===== src/rtl/sdp_pkg.sv =====
package sdp_pkg;
  typedef enum logic [2:0] {
    LS_IDLE        = 3'd0,
    LS_CONN_RESUME = 3'd1,
    LS_RESET       = 3'd2,
    LS_DATA_ACTIVE = 3'd3
  } lineCode_e;

  typedef enum logic [1:0] {
    ST_OFF    = 2'd0,
    ST_WATCH  = 2'd1,
    ST_LINKED = 2'd2
  } portState_e;

  // strobes from control to datapath
  typedef struct packed {
    logic active;  // port enabled and driving IDLE
    logic sample;  // strobe-period tick while active
  } ctrlStrobe_t;
endpackage


===== src/rtl/sdp_ctrl.sv =====
module sdp_ctrl
  import sdp_pkg::*;
#(
  parameter int CONNECT_TICKS = 2
) (
  input  logic        clk,
  input  logic        rstN,
  input  logic        portEn,
  input  logic        periodTick,
  input  lineCode_e   curCode,
  output ctrlStrobe_t strobes,
  output logic        connectSeen
);
  localparam int RUN_W = $clog2(CONNECT_TICKS + 1);
  localparam logic [RUN_W-1:0] RUN_MAX = RUN_W'(CONNECT_TICKS);

  portState_e       state;
  logic [RUN_W-1:0] runLen;

  always_ff @(posedge clk) begin
    if (!rstN || !portEn) begin
      state       <= ST_OFF;
      runLen      <= '0;
      connectSeen <= 1'b0;
    end else begin
      case (state)
        ST_OFF:   state <= ST_WATCH;
        ST_WATCH: begin
          if (periodTick) begin
            if (curCode == LS_CONN_RESUME) begin
              if (runLen != RUN_MAX) runLen <= runLen + 1'b1;
            end else if (curCode == LS_IDLE && runLen == RUN_MAX) begin
              connectSeen <= 1'b1;
              state       <= ST_LINKED;
            end else begin
              runLen <= '0;
            end
          end
        end
        default:  state <= ST_LINKED;
      endcase
    end
  end

  assign strobes.active = (state != ST_OFF);
  assign strobes.sample = (state != ST_OFF) && periodTick;
endmodule


===== src/rtl/sdp_datapath.sv =====
module sdp_datapath
  import sdp_pkg::*;
(
  input  logic        clk,
  input  logic        rstN,
  input  ctrlStrobe_t strobes,
  input  logic        strobeIn,
  input  logic        dataIn,
  output lineCode_e   curCode,
  output logic [2:0]  lineState,
  output logic        keeperEn,
  output logic        strobeOut,
  output logic        dataOut,
  output logic [1:0]  keeperPull
);
  logic nonIdleSeen;

  always_comb begin
    case ({strobeIn, dataIn})
      2'b10:   curCode = LS_IDLE;
      2'b01:   curCode = LS_CONN_RESUME;
      2'b00:   curCode = LS_RESET;
      default: curCode = LS_DATA_ACTIVE;
    endcase
  end

  always_ff @(posedge clk) begin
    if (!rstN || !strobes.active) begin
      lineState   <= LS_IDLE;
      nonIdleSeen <= 1'b0;
      keeperEn    <= 1'b1;
    end else if (strobes.sample) begin
      lineState   <= curCode;
      nonIdleSeen <= (curCode != LS_IDLE);
      keeperEn    <= !nonIdleSeen;  // one strobe period behind the bus
    end
  end

  // IDLE drive is strobe high, data low; disabled port pulls both low
  assign strobeOut  = strobes.active;
  assign dataOut    = 1'b0;
  assign keeperPull = {strobes.active, 1'b0};
endmodule


===== src/rtl/sdp_port_monitor.sv =====
module sdp_port_monitor
  import sdp_pkg::*;
#(
  parameter int CONNECT_TICKS = 2
) (
  input  logic       clk,
  input  logic       rstN,
  input  logic       portEn,
  input  logic       strobeIn,
  input  logic       dataIn,
  input  logic       periodTick,
  output logic       strobeOut,
  output logic       dataOut,
  output logic       keeperEn,
  output logic [1:0] keeperPull,
  output logic [2:0] lineState,
  output logic       connectSeen
);
  ctrlStrobe_t ctlBus;
  lineCode_e   curCode;
  logic        linkActive;

  sdp_ctrl #(.CONNECT_TICKS(CONNECT_TICKS)) u_ctrl (
    .clk(clk), .rstN(rstN), .portEn(portEn), .periodTick(periodTick),
    .curCode(curCode), .strobes(ctlBus), .connectSeen(connectSeen)
  );

  sdp_datapath u_dp (
    .clk(clk), .rstN(rstN), .strobes(ctlBus), .strobeIn(strobeIn),
    .dataIn(dataIn), .curCode(curCode), .lineState(lineState),
    .keeperEn(keeperEn), .strobeOut(strobeOut), .dataOut(dataOut),
    .keeperPull(keeperPull)
  );

  assign linkActive = ctlBus.active;
endmodule


===== config.mk =====
export PLATFORM = sky130hd
export DESIGN_NAME = sdp_port_monitor
export DESIGN_NICKNAME = d
export VERILOG_FILES = /design/src/rtl/sdp_pkg.sv /design/src/rtl/sdp_ctrl.sv /design/src/rtl/sdp_datapath.sv /design/src/rtl/sdp_port_monitor.sv
export SDC_FILE = /design/constraint.sdc
export NUM_CORES = 1
export LEC_CHECK = 0
export ABC_AREA = 0
export BUFFER_PORTS_ARGS = -buffer_cell sky130_fd_sc_hd__buf_4
export CORE_MARGIN = 2
export CORE_UTILIZATION = 25
export CTS_CLUSTER_DIAMETER = 150
export DETAILED_ROUTE_END_ITERATION = 12
export GPL_ROUTABILITY_DRIVEN = 0
export GPL_TIMING_DRIVEN = 0
export SETUP_SLACK_MARGIN = 0.02
export SLEW_MARGIN = 20
export SYNTH_ARGS = -nofsm -noshare
export SYNTH_HDL_FRONTEND = slang
export SYNTH_SLANG_ARGS = --single-unit

===== constraint.sdc =====
create_clock -name clk -period 3.3 [get_ports clk]
set_clock_uncertainty 0.15 [all_clocks]
set_input_delay 0.33 -clock clk [delete_from_list [all_inputs] [get_ports clk]]
set_output_delay 0.33 -clock clk [all_outputs]
set_load 0.005 [all_outputs]

# Yosys cells after proc, flatten, opt, wreduce, memory -nomap -nowiden
# Cells that the tools add are included.
# word_totals
output_inout_bits	9
word_cells	43
input_bits	6
reg_bits	10
# op_classes
eq_ne	11
n_addsub	1
n_bitwise	1
muxes	8
n_reduce_logical	16
# op_table
cell	n
2-bit two-way mux	6
2-bit != test, second input constant	4
4-bit AND reduction	2
2-bit case mux with 3 select lines	1
2-bit by 1-bit == test with 1-bit output, second input constant	2
2-bit == test, second input constant	2
1-bit zero test	4
2-bit zero test	2
2-bit by 1-bit != test with 1-bit output, second input constant	2
2-bit case mux with 2 select lines	1
3-bit by 1-bit == test with 1-bit output, second input constant	1
3-bit zero test	1
3-bit AND reduction	1
3-bit nonzero test	1
2-bit by 1-bit adder with 2-bit output, second input constant	1
1-bit logical AND	2
1-bit logical OR	2
2-bit nonzero test	1
1-bit inverter	1

# Longest topological paths before layout
# Gate-level depths: netlist (run 1).
# depth
depth_word	8
depth_mapped	5

# Cells and area by module
# From an unflattened synthesis (run 1), not the netlist that was laid out.
# unflattened
hier_cells	56
area_unflattened_um2	503.0
# modules_own_cells
mod	cells_per_inst	area_per_inst_um2	seq_area_each_um2	instances
sdp_ctrl	27	259.0	100.1	1
sdp_datapath	29	244.0	80.1	1

# Worst setup path after synthesis (run 1)
# No wires, ideal clock.
# synth_path
path_type	input port to flip-flop
startpoint	input strobeIn
endpoint	register u_ctrl.runLen[0]
path_buffers	0
t_arrival_ns	1.063
required_time_ns	3.025
cell_stages	5
setup_time_ns	0.125
setup_slack_ns	1.962
cell_sequence	inv_1 > ha_1 > o21a_1 > o311ai_1 > nand2_1
# synth_between
elab_chain_len	6
# synth_rtl
item	line_no	text
from (decl)	sdp_port_monitor.sv:9	input logic strobeIn,
2-bit by 1-bit == test with 1-bit output, or another cell as far along	sdp_datapath.sv:19	case ({strobeIn, dataIn})
2-bit case mux with 3 select lines *	sdp_datapath.sv:19	
3-bit zero test	sdp_ctrl.sv:32	end else if (curCode == LS_IDLE && runLen == RUN_MAX) begin
1-bit logical AND	sdp_ctrl.sv:32	
2-bit by 1-bit != test with 1-bit output (no line)	n/a	
4-bit AND reduction (no line)	n/a	
to (signal assigned)	sdp_ctrl.sv:31	if (runLen != RUN_MAX) runLen <= runLen + 1'b1;
to (decl)	sdp_ctrl.sv:18	logic [RUN_W-1:0] runLen;
# Mark *: on every way between the ends. The rest lies on a longest branch, timed or not.
# A chain may end at the register's enable or synchronous reset.

# Final worst setup path (run 1)
# layout_path
startpoint	register u_ctrl.state[1]
endpoint	output keeperPull[1]
# layout_between
elab_chain_len	1
# layout_rtl
item	line_no	text
from (decl)	sdp_ctrl.sv:17	portState_e state;
from (signal assigned)	sdp_ctrl.sv:22	state <= ST_OFF;
from (signal assigned)	sdp_ctrl.sv:27	ST_OFF: state <= ST_WATCH;
from (signal assigned)	sdp_ctrl.sv:34	state <= ST_LINKED;
2-bit nonzero test	sdp_ctrl.sv:45	assign strobes.active = (state != ST_OFF);
to (decl)	sdp_port_monitor.sv:15	output logic [1:0] keeperPull,
# Every way passes these cells.

==> results of run 1 <==
==> cell type report <==
| type | instances | area (um^2) |
|---|---|---|
| buffer | 6 | 52.6 |
| clock buffer | 4 | 26.3 |
| fill | 195 | 1290 |
| inverter | 3 | 11.3 |
| multi-input combinational | 39 | 277 |
| sequential | 9 | 180 |
| tap | 27 | 33.8 |
| timing repair buffer | 10 | 75.1 |
==> layer usage <==
layer	share of wire	vias to the layer above	track usage	wire [um]
li1	-	213	-	-
met4	0.048	0	0.114	43
met5	0	-	0	0
met2	0.39	14	0.0878	349
met1	0.50	178	0.108	444
met3	0.059	4	0.0184	53
==> report_power, final <==
group | internal (mW) | leakage [nW] | switching, mW
Sequential | 0.110 | 0.0730 | 0.00122
Clock | 0.0467 | 0.0150 | 0.0401
Combinational | 0.0171 | 0.216 | 0.0141
==> cell usage in the layout (no fill, tap or decap), drive strengths merged, types with 2 or more instances in the layout <==
cell / instances
buf: 16
dfxtp: 9
nand2: 6
ha: 5
nor2: 4
clkbuf: 4
inv: 3
o21a: 3
conb: 3
o311ai: 2
o21ai: 2
nor2b: 2
nand4: 2
a211oi: 2
==> critical path, delay by kind of cell, from the launching register on <==
kind          cells  cell delay [ns]
flops             1             0.36
simple gates      1             0.27
buf+inv           2             0.25
==> final timing paths <==
check / endpoint / slack [ns] / depth (start not counted)
max: keeperPull[1] / 1.68 / 3
min: u_dp.keeperEn / 0.12 / 2
min reg2reg: u_ctrl.connectSeen / 0.32 / 1
max reg2reg: u_ctrl.runLen[0] / 1.98 / 5
==> sequential cells by signal, indices dropped and copies added, names as in the netlist <==
| name | count |
|---|---|
| u_ctrl.connectSeen | 1 |
| u_dp.lineState | 2 |
| u_ctrl.state | 2 |
| u_dp.keeperEn | 1 |
| u_dp.nonIdleSeen | 1 |
| u_ctrl.runLen | 2 |
==> kinds of logic (layout without fill, tap and decap cells) <==
group           count (synthesis)  after routing  share of synthesized area
compound gates                  9              9                      0.137
flops                           9              9                      0.351
simple gates                   21             21                      0.239
mux                             1              1                     0.0195
fa+ha+maj                       5              5                      0.122
buf+inv                         9             23                      0.124
other cells                     1              3                    0.00731
==> through the flow <==
stage / setup slack, ns / cells / power (mW) / hold WS (ns) / cell area, um^2
6_report: 1.68 / 98 / 0.230 / 0.121 / 656
4_1_cts: 1.66 / 98 / 0.235 / 0.113 / 656
2_1_floorplan: 1.96 / 57 / 0.135 / 0.252 / 520
5_1_grt: 1.63 / 98 / 0.242 / 0.136 / 656
3_3_place_gp: 1.79 / 94 / 0.145 / 0.306 / 629
3_5_place_dp: 1.76 / 94 / 0.145 / 0.310 / 629
==> results.md, run 1 <==
* Synth Flop Type: dfxtp_1
* CP Capture Type: primary output
* Required @ worst endpoint at 2.82 ns
* Initial drt markers at 10
* Mapped cell area at 513 um^2
* First-pass GRT wire length at 1.41 mm
* Outcome: finished clean
* CTS sink cnt at 9
* Largest net degree at the start of global routing at 10
* # IOs at 15
* Crit-path max cell delay at 0.36 ns
* Total CTS buffers at 3
* Core area at 0.00194 mm^2
* Clk_lat worst skew at 0.26 ns
* Number of synthesized flops with an enable pin at 0
* Critical Path, Cell by Cell: or2_4 -> buf_4 -> buf_4
* Die Width at 49.3 um
* Port bufs at 10
* Vias in the first global route at 318
* Final hold vios at 0
* Post-layout net count at 83
* H-tree Lvls at 1
* Clock Path Buffers at 2
* Most frequent cell after synthesis: dfxtp_1
* Final min period at 1.62 ns
* Total track usage at 0.0815
* Post-Route WL at 891 um
* Final Slew Violations at 0
* Static Leak at 0.304 nW
* Root Driver: clkbuf_4
* Synth unique cells at 25
* Via-per-instance ratio at 4.17
* Grt ovf at 0
* Crit path launch: u_ctrl.state[1]
* Final ANT Viol Nets at 0
* Tightest Hold Check Type: input port to flop
* Max Cap Violations at 0
* Rows at 16
* Initial Util at 0.264
* Die area at 0.00243 mm^2
* Count of yosys warnings during synthesis at 0
* Max VDD drop at 0.131 mV
* DR WL/cell at 9.09 um
* Clock transition at the registers of the reported paths at 0.06 ns
* Ys async rst share at 0
* Setup Viol. Count Final at 0
* RSZ-0062 raised after global routing: false
* Critical path type: flop to primary output
* Seq cells post-synth at 9
* Setup bufs post-CTS at 0
* Layout cell share with drive strength beyond 1 at 0.352
* Reg2Reg Launch Point: u_ctrl.runLen[0]
* Hold path startpoint: rstN
* Syn avg cell area at 9.33 um^2
* Ranking of synthesized cells by area: dfxtp_1 35%, ha_1 12%, buf_4 5.9%
* Syn Inst Count at 55
* Pwr Density at 350 mW/mm^2
* Drt first pass iters at 4
* Crit start category: flop
* # resized after CTS at 0
* Cell taking the most area after synthesis: dfxtp_1
* Initial antenna violation count at 0
* DR vias at 409
* HPWL Detailed at 691 um
* Die Ht at 49.3 um
* ANT cells at 0
* Arr. time, crit path at 1.14 ns
* Yosys top cell area share at 0.351
* Synth top cells by count: 9 x dfxtp_1, 5 x ha_1, 4 x buf_4, 4 x nand2_1, 4 x nor2_1
* Fin crit share at 0.491
* Cts hold-fix bufs at 0
* Post-layout util at 0.338
* Max Freq at 617 MHz
* Final TNS setup at 0 ns
* Remaining DRCs at 0
* CTS tree: yes
* CP Max Fanout at 7
* Slowest stage cell, crit path: dfxtp_1
* Post-synthesis sequential area ratio at 0.351
* Most used cell, CP: buf_4
* Syn-to-layout area delta at 27.8%
(Power assumes the default switching activity.)
==> run 2: changes to the inputs <==
==> constraint.sdc (replaced) <==
create_clock -name clk -period 1.3 [get_ports clk]
set_clock_uncertainty 0.15 [all_clocks]
set_input_delay 0.13 -clock clk [delete_from_list [all_inputs] [get_ports clk]]
set_output_delay 0.13 -clock clk [all_outputs]
set_load 0.005 [all_outputs]
==> run 2 against run 1 <==
Against the previous run: the flow now finishes with violations (setup timing); hold slack got worse by 0.014 ns; non-clock buffer count increased by 6; critical path depth unchanged; total power increased to 2.6 times the previous value; combinational power increased to 2.9 times the previous value; first-iteration DRC count decreased by 50%; die area unchanged; flip-flop and latch count unchanged; count of clock-buffer cells in the layout unchanged; register-to-register slack got worse by 1.9 ns; utilization increased by 4.3 points; sequential power increased by 150%; largest power group unchanged.
==> results.md, run 2 (synthesis results as in run 1) <==
* Outcome: complete, but fails checks
* Failing checks: setup timing
* Critical Path, Cell by Cell: or2_4 -> buf_6 -> buf_6
* CP Max Fanout at 3
* Seq pwr share at 0.472
* Final min period at 1.33 ns
* # IOs at 15
* Max Freq at 749 MHz
* Required @ worst endpoint at 1.02 ns
* Commonest cells after routing, fill and taps aside: 16 x buf_4, 6 x dfxtp_1
* DR WL/cell at 9.93 um
* H-tree Lvls at 1
* Root Driver: clkbuf_4
* CP Capture Type: primary output
* Drt first pass iters at 2
* Min-Delay Endpoint: u_dp.lineState[1]
* Largest regs: u_ctrl.runLen: 2 flops, u_ctrl.state: 2 flops, u_dp.lineState: 2 flops
* Final hold vios at 0
* Fin crit share at 1.03
* R2R Setup Slk at 0.05 ns
* Die area at 0.00243 mm^2
* Static Leak at 0.338 nW
* Layout cell share with drive strength beyond 1 at 0.455
* First-pass GRT wire length at 1.62 mm
* Core area at 0.00194 mm^2
* R2r worst-path depth at 5
* Initial drt markers at 5
* Commonest non-fill, non-tap cell in the layout: buf_4
* Via-per-instance ratio at 4.16
* PnR worst setup slack at -0.0347 ns
* Buf/Inv on CP at 2
* Design Power at 594 uW
* Max Cap Violations at 0
* Setup Viol. Count Final at 1
* Most used cell, CP: buf_6
* ANT cells at 0
* Remaining DRCs at 0
* Crit-path max cell delay at 0.34 ns
* Placed cells at 94
* Post-Route WL at 1.03 mm
* Worst R2R End: u_ctrl.runLen[1]
* Grt ovf at 0
* Final TNS setup at -0.0347 ns
* Post-layout net count at 89
* CTS sink cnt at 9
* Slowest stage cell, crit path: dfxtp_4
* Total CTS buffers at 3
* Arr. time, crit path at 1.05 ns
* Syn-to-layout area delta at 44.1%
* DR vias at 433
* Reg2Reg Launch Point: u_ctrl.runLen[0]
* Internal Pwr Total at 448 uW
* Clk_lat worst skew at 0.26 ns
* Initial Util at 0.264
* Clock network power share at 0.373
* Sw Ratio at 0.245
* Rows at 16
* Die Ht at 49.3 um
* Clock Path Buffers at 2
* Critical path type: flop to primary output
* Crit path max-delay family: flip-flops
* Tightest Hold Check Type: input port to flop
* Die Width at 49.3 um
* Max VDD drop at 0.335 mV
* Final ANT Viol Nets at 0
* Layout Cells excl Fill at 104
* Logic pwr share at 0.155
* Clock transition at the registers of the reported paths at 0.06 ns
* Vias in the first global route at 376
* Worst hold path stage count at 4
* Crit start category: flop
* HPWL Detailed at 691 um
* Hold path startpoint: dataIn
* CTS tree: yes
* Psw at 146 uW
* Initial antenna violation count at 0
* Pwr Density at 803 mW/mm^2
* Port bufs at 10
* Total track usage at 0.0924
* Fillers at 194
* Final Slew Violations at 0
* Largest net degree at the start of global routing at 10
* RSZ-0062 raised after global routing: true
## run 2: worst max path at each step
stage,depth (start not counted),end,start
final,3,keeperPull[1],u_ctrl.state[1]
after global routing,3,keeperPull[1],u_ctrl.state[1]
after CTS,3,keeperPull[1],u_ctrl.state[1]
after detailed placement,6,u_ctrl.runLen[0],strobeIn
after global placement,6,u_ctrl.runLen[1],strobeIn
after floorplan,5,u_ctrl.runLen[0],u_ctrl.runLen[0]
## run 2: tightest hold or removal path, cell delays in order
cell and delay [ns]:
buf_4 0.10, ha_1 0.12, mux2i_1 0.06, nor2_1 0.07
## run 2: area by class of cell
type | instances | area, um^2 | share of cell area
tap | 27 | 33.8 | 0.0457
multi-input combinational | 39 | 297 | 0.401
buffer | 6 | 56.3 | 0.0761
timing repair buffer | 16 | 129 | 0.174
inverter | 3 | 11.3 | 0.0152
clock buffer | 4 | 26.3 | 0.0355
sequential | 9 | 186 | 0.252
## run 2: metal layers
metal | GRT usage | up-vias | wire length [um]
met1 | 0.114 | 190 | 476
met2 | 0.119 | 14 | 460
met3 | 0.0184 | 4 | 53
met4 | 0.114 | 0 | 43
met5 | 0 | - | 0
li1 | - | 225 | -
## run 2: power by group through the flow
| stage | clock (mW) | combinational (mW) | sequential, mW |
|---|---|---|---|
| floorplan | 0 | 0.0522 | 0.289 |
| global placement | 0 | 0.0781 | 0.289 |
| detailed placement | 0 | 0.0795 | 0.289 |
| CTS | 0.233 | 0.0910 | 0.280 |
| global route | 0.243 | 0.103 | 0.281 |
| finish | 0.221 | 0.0920 | 0.280 |
## run 2: what timing repair did
action / 4_1_cts / 5_1_grt
hold buffers: 2 / 0
pin swaps: 2 / 5
gates resized for setup: 7 / 3
endpoints found under the hold margin: 3 / 0
setup buffers: 3 / 2
endpoints found under the setup margin: 4 / 4
## run 2: metrics by stage
| step | worst slack (ns) | utilization | instance area, um^2 | hold slack, ns |
|---|---|---|---|---|
| floorplan | 0.0797 | - | 520 | 0.0518 |
| global placement | -0.00762 | 0.324 | 629 | 0.188 |
| detailed placement | -0.0364 | 0.324 | 629 | 0.191 |
| CTS | -0.0784 | 0.368 | 714 | 0.107 |
| global route | -0.0715 | 0.381 | 739 | 0.165 |
| finish | -0.0347 | 0.381 | 739 | 0.107 |
==> run 3: changes to the inputs <==
--- a/config.mk
+++ b/config.mk
@@ -7,7 +7,6 @@
 export LEC_CHECK = 0
 export ABC_AREA = 0
 export BUFFER_PORTS_ARGS = -buffer_cell sky130_fd_sc_hd__buf_4
-export CORE_MARGIN = 2
 export CORE_UTILIZATION = 25
 export CTS_CLUSTER_DIAMETER = 150
 export DETAILED_ROUTE_END_ITERATION = 12
==> run 3 against run 2 <==
Against the previous run: the run still ends with setup timing left; combinational power rose by 4.2%; sequential share of layout area down 0.46 points; critical path depth did not move; via count up 4.8%; fmax fell by 0.72%; register-to-register slack hardly changed; utilization rose by 0.71 points; non-clock buffer count unchanged; hold slack got worse by 0.0022 ns; critical endpoint unchanged.
==> results.md, run 3 (synthesis results as in run 1) <==
* Largest net degree at the start of global routing at 10
* Port bufs at 10
* Total track usage at 0.110
* Crit start category: flop
* # IOs at 15
* Setup Viol. Count Final at 1
* Commonest non-fill, non-tap cell in the layout: buf_4
* Core area at 0.00194 mm^2
* Largest regs: u_ctrl.runLen: 2 flops, u_ctrl.state: 2 flops, u_dp.lineState: 2 flops
* DR WL/cell at 11.0 um
* Placed inst area at 629 um^2
* Clock Path Buffers at 2
* Vias in the first global route at 406
* Initial antenna violation count at 0
* Place WS at -0.0365 ns
* Slowest stage cell, crit path: dfxtp_2
* PnR worst setup slack at -0.0443 ns
* First-pass GRT wire length at 1.60 mm
* Outcome: complete, but fails checks
* Root Driver: clkbuf_4
* Post-layout net count at 89
* CTS sink cnt at 9
* R2R Setup Slk at 0.06 ns
* Max VDD drop at 0.350 mV
* Arr. time, crit path at 1.06 ns
* Required @ worst endpoint at 1.02 ns
* Critical path type: flop to primary output
* DR vias at 454
* Tightest Hold Check Type: input port to flop
* Rows at 16
* Max Freq at 744 MHz
* Crit-path max cell delay at 0.32 ns
* Failing checks: setup timing
* CP Max Fanout at 3
* Commonest cells after routing, fill and taps aside: 16 x buf_4, 6 x dfxtp_1
* RSZ-0062 raised after global routing: true
* Drt first pass iters at 4
* Final Slew Violations at 0
* Layout cell share with drive strength beyond 1 at 0.481
* Post-layout util at 0.388
* Syn-to-layout area delta at 46.8%
* Design area at 753 um^2
* Final ANT Viol Nets at 0
* Grt ovf at 0
* Critical Path, Cell by Cell: or2_4 -> buf_6 -> buf_6
* Fin crit share at 1.03
* Max Cap Violations at 0
* Pwr Density at 800 mW/mm^2
* CP Capture Type: primary output
* H-tree Lvls at 1
* Initial Util at 0.264
* Final min period at 1.34 ns
* Most used cell, CP: buf_6
* CTS tree: yes
* Final hold vios at 0
* Remaining DRCs at 0
* Clock transition at the registers of the reported paths at 0.06 ns
* Die area at 0.00224 mm^2
* Post-Route WL at 1.14 mm
* Via-per-instance ratio at 4.37
* Static Leak at 0.337 nW
* Fillers at 212
* Die Ht at 47.3 um
* Total CTS buffers at 3
* HPWL Detailed at 713 um
* Die Width at 47.3 um
* ANT cells at 0
* Initial drt markers at 2
* Design Power at 602 uW
* Clk_lat worst skew at 0.27 ns
==> run 3: cell counts in the layout (fill, tap and decap cells not counted) <==
No cell type changed its count.
==> run 3: routing by layer <==
metal  part of all wire  track usage
met5                  0            0
met4              0.033        0.103
met3              0.049       0.0346
met2               0.49        0.181
met1               0.42        0.110
==> run 3: what timing repair did <==
item	4_1_cts	5_1_grt
endpoints found under the hold margin	3	0
endpoints found under the setup margin	4	5
gates resized for setup	7	5
hold buffers	2	0
pin swaps	3	3
buffers inserted	4	1
==> run 3: path summary, 6_finish.rpt <==
kind,startpoint,to,depth (start not counted)
max,u_ctrl.state[0],keeperPull[1],3
min,dataIn,u_dp.lineState[1],4
max reg2reg,u_ctrl.runLen[0],u_ctrl.runLen[1],5
min reg2reg,u_ctrl.connectSeen,u_ctrl.connectSeen,1
==> run 3: stage by stage <==
stage	hold WS, ns	std cells	setup TNS [ns]
6_report	0.105	104	-0.0443
3_5_place_dp	0.194	94	-0.0599
2_1_floorplan	0.0518	57	0
5_1_grt	0.183	104	-0.0782
3_3_place_gp	0.188	94	-0.0131
4_1_cts	0.119	104	-0.0623
==> run 3: critical path: cells and delay by family (launching register included) <==
family | cells | cell delay [ns]
buffers and inverters | 2 | 0.22
DFF | 1 | 0.32
and+or+nand+nor | 1 | 0.26
==> run 3: cell type report <==
class / count / area [um^2] / share of cell area
Buffer: 6 / 56.3 / 0.0748
Timing Repair Buffer: 16 / 129 / 0.171
Tap cell: 27 / 33.8 / 0.0449
Sequential cell: 9 / 186 / 0.248
Clock buffer: 4 / 26.3 / 0.0349
Inverter: 3 / 11.3 / 0.0150
Multi-Input combinational cell: 39 / 310 / 0.412
==> run 3: power breakdown <==
group | internal [mW] | total [mW] | switching [mW]
clock network | 0.119 | 0.226 | 0.107
logic | 0.0535 | 0.0959 | 0.0424
registers | 0.278 | 0.281 | 0.00244
total | 0.451 | 0.602 | 0.152
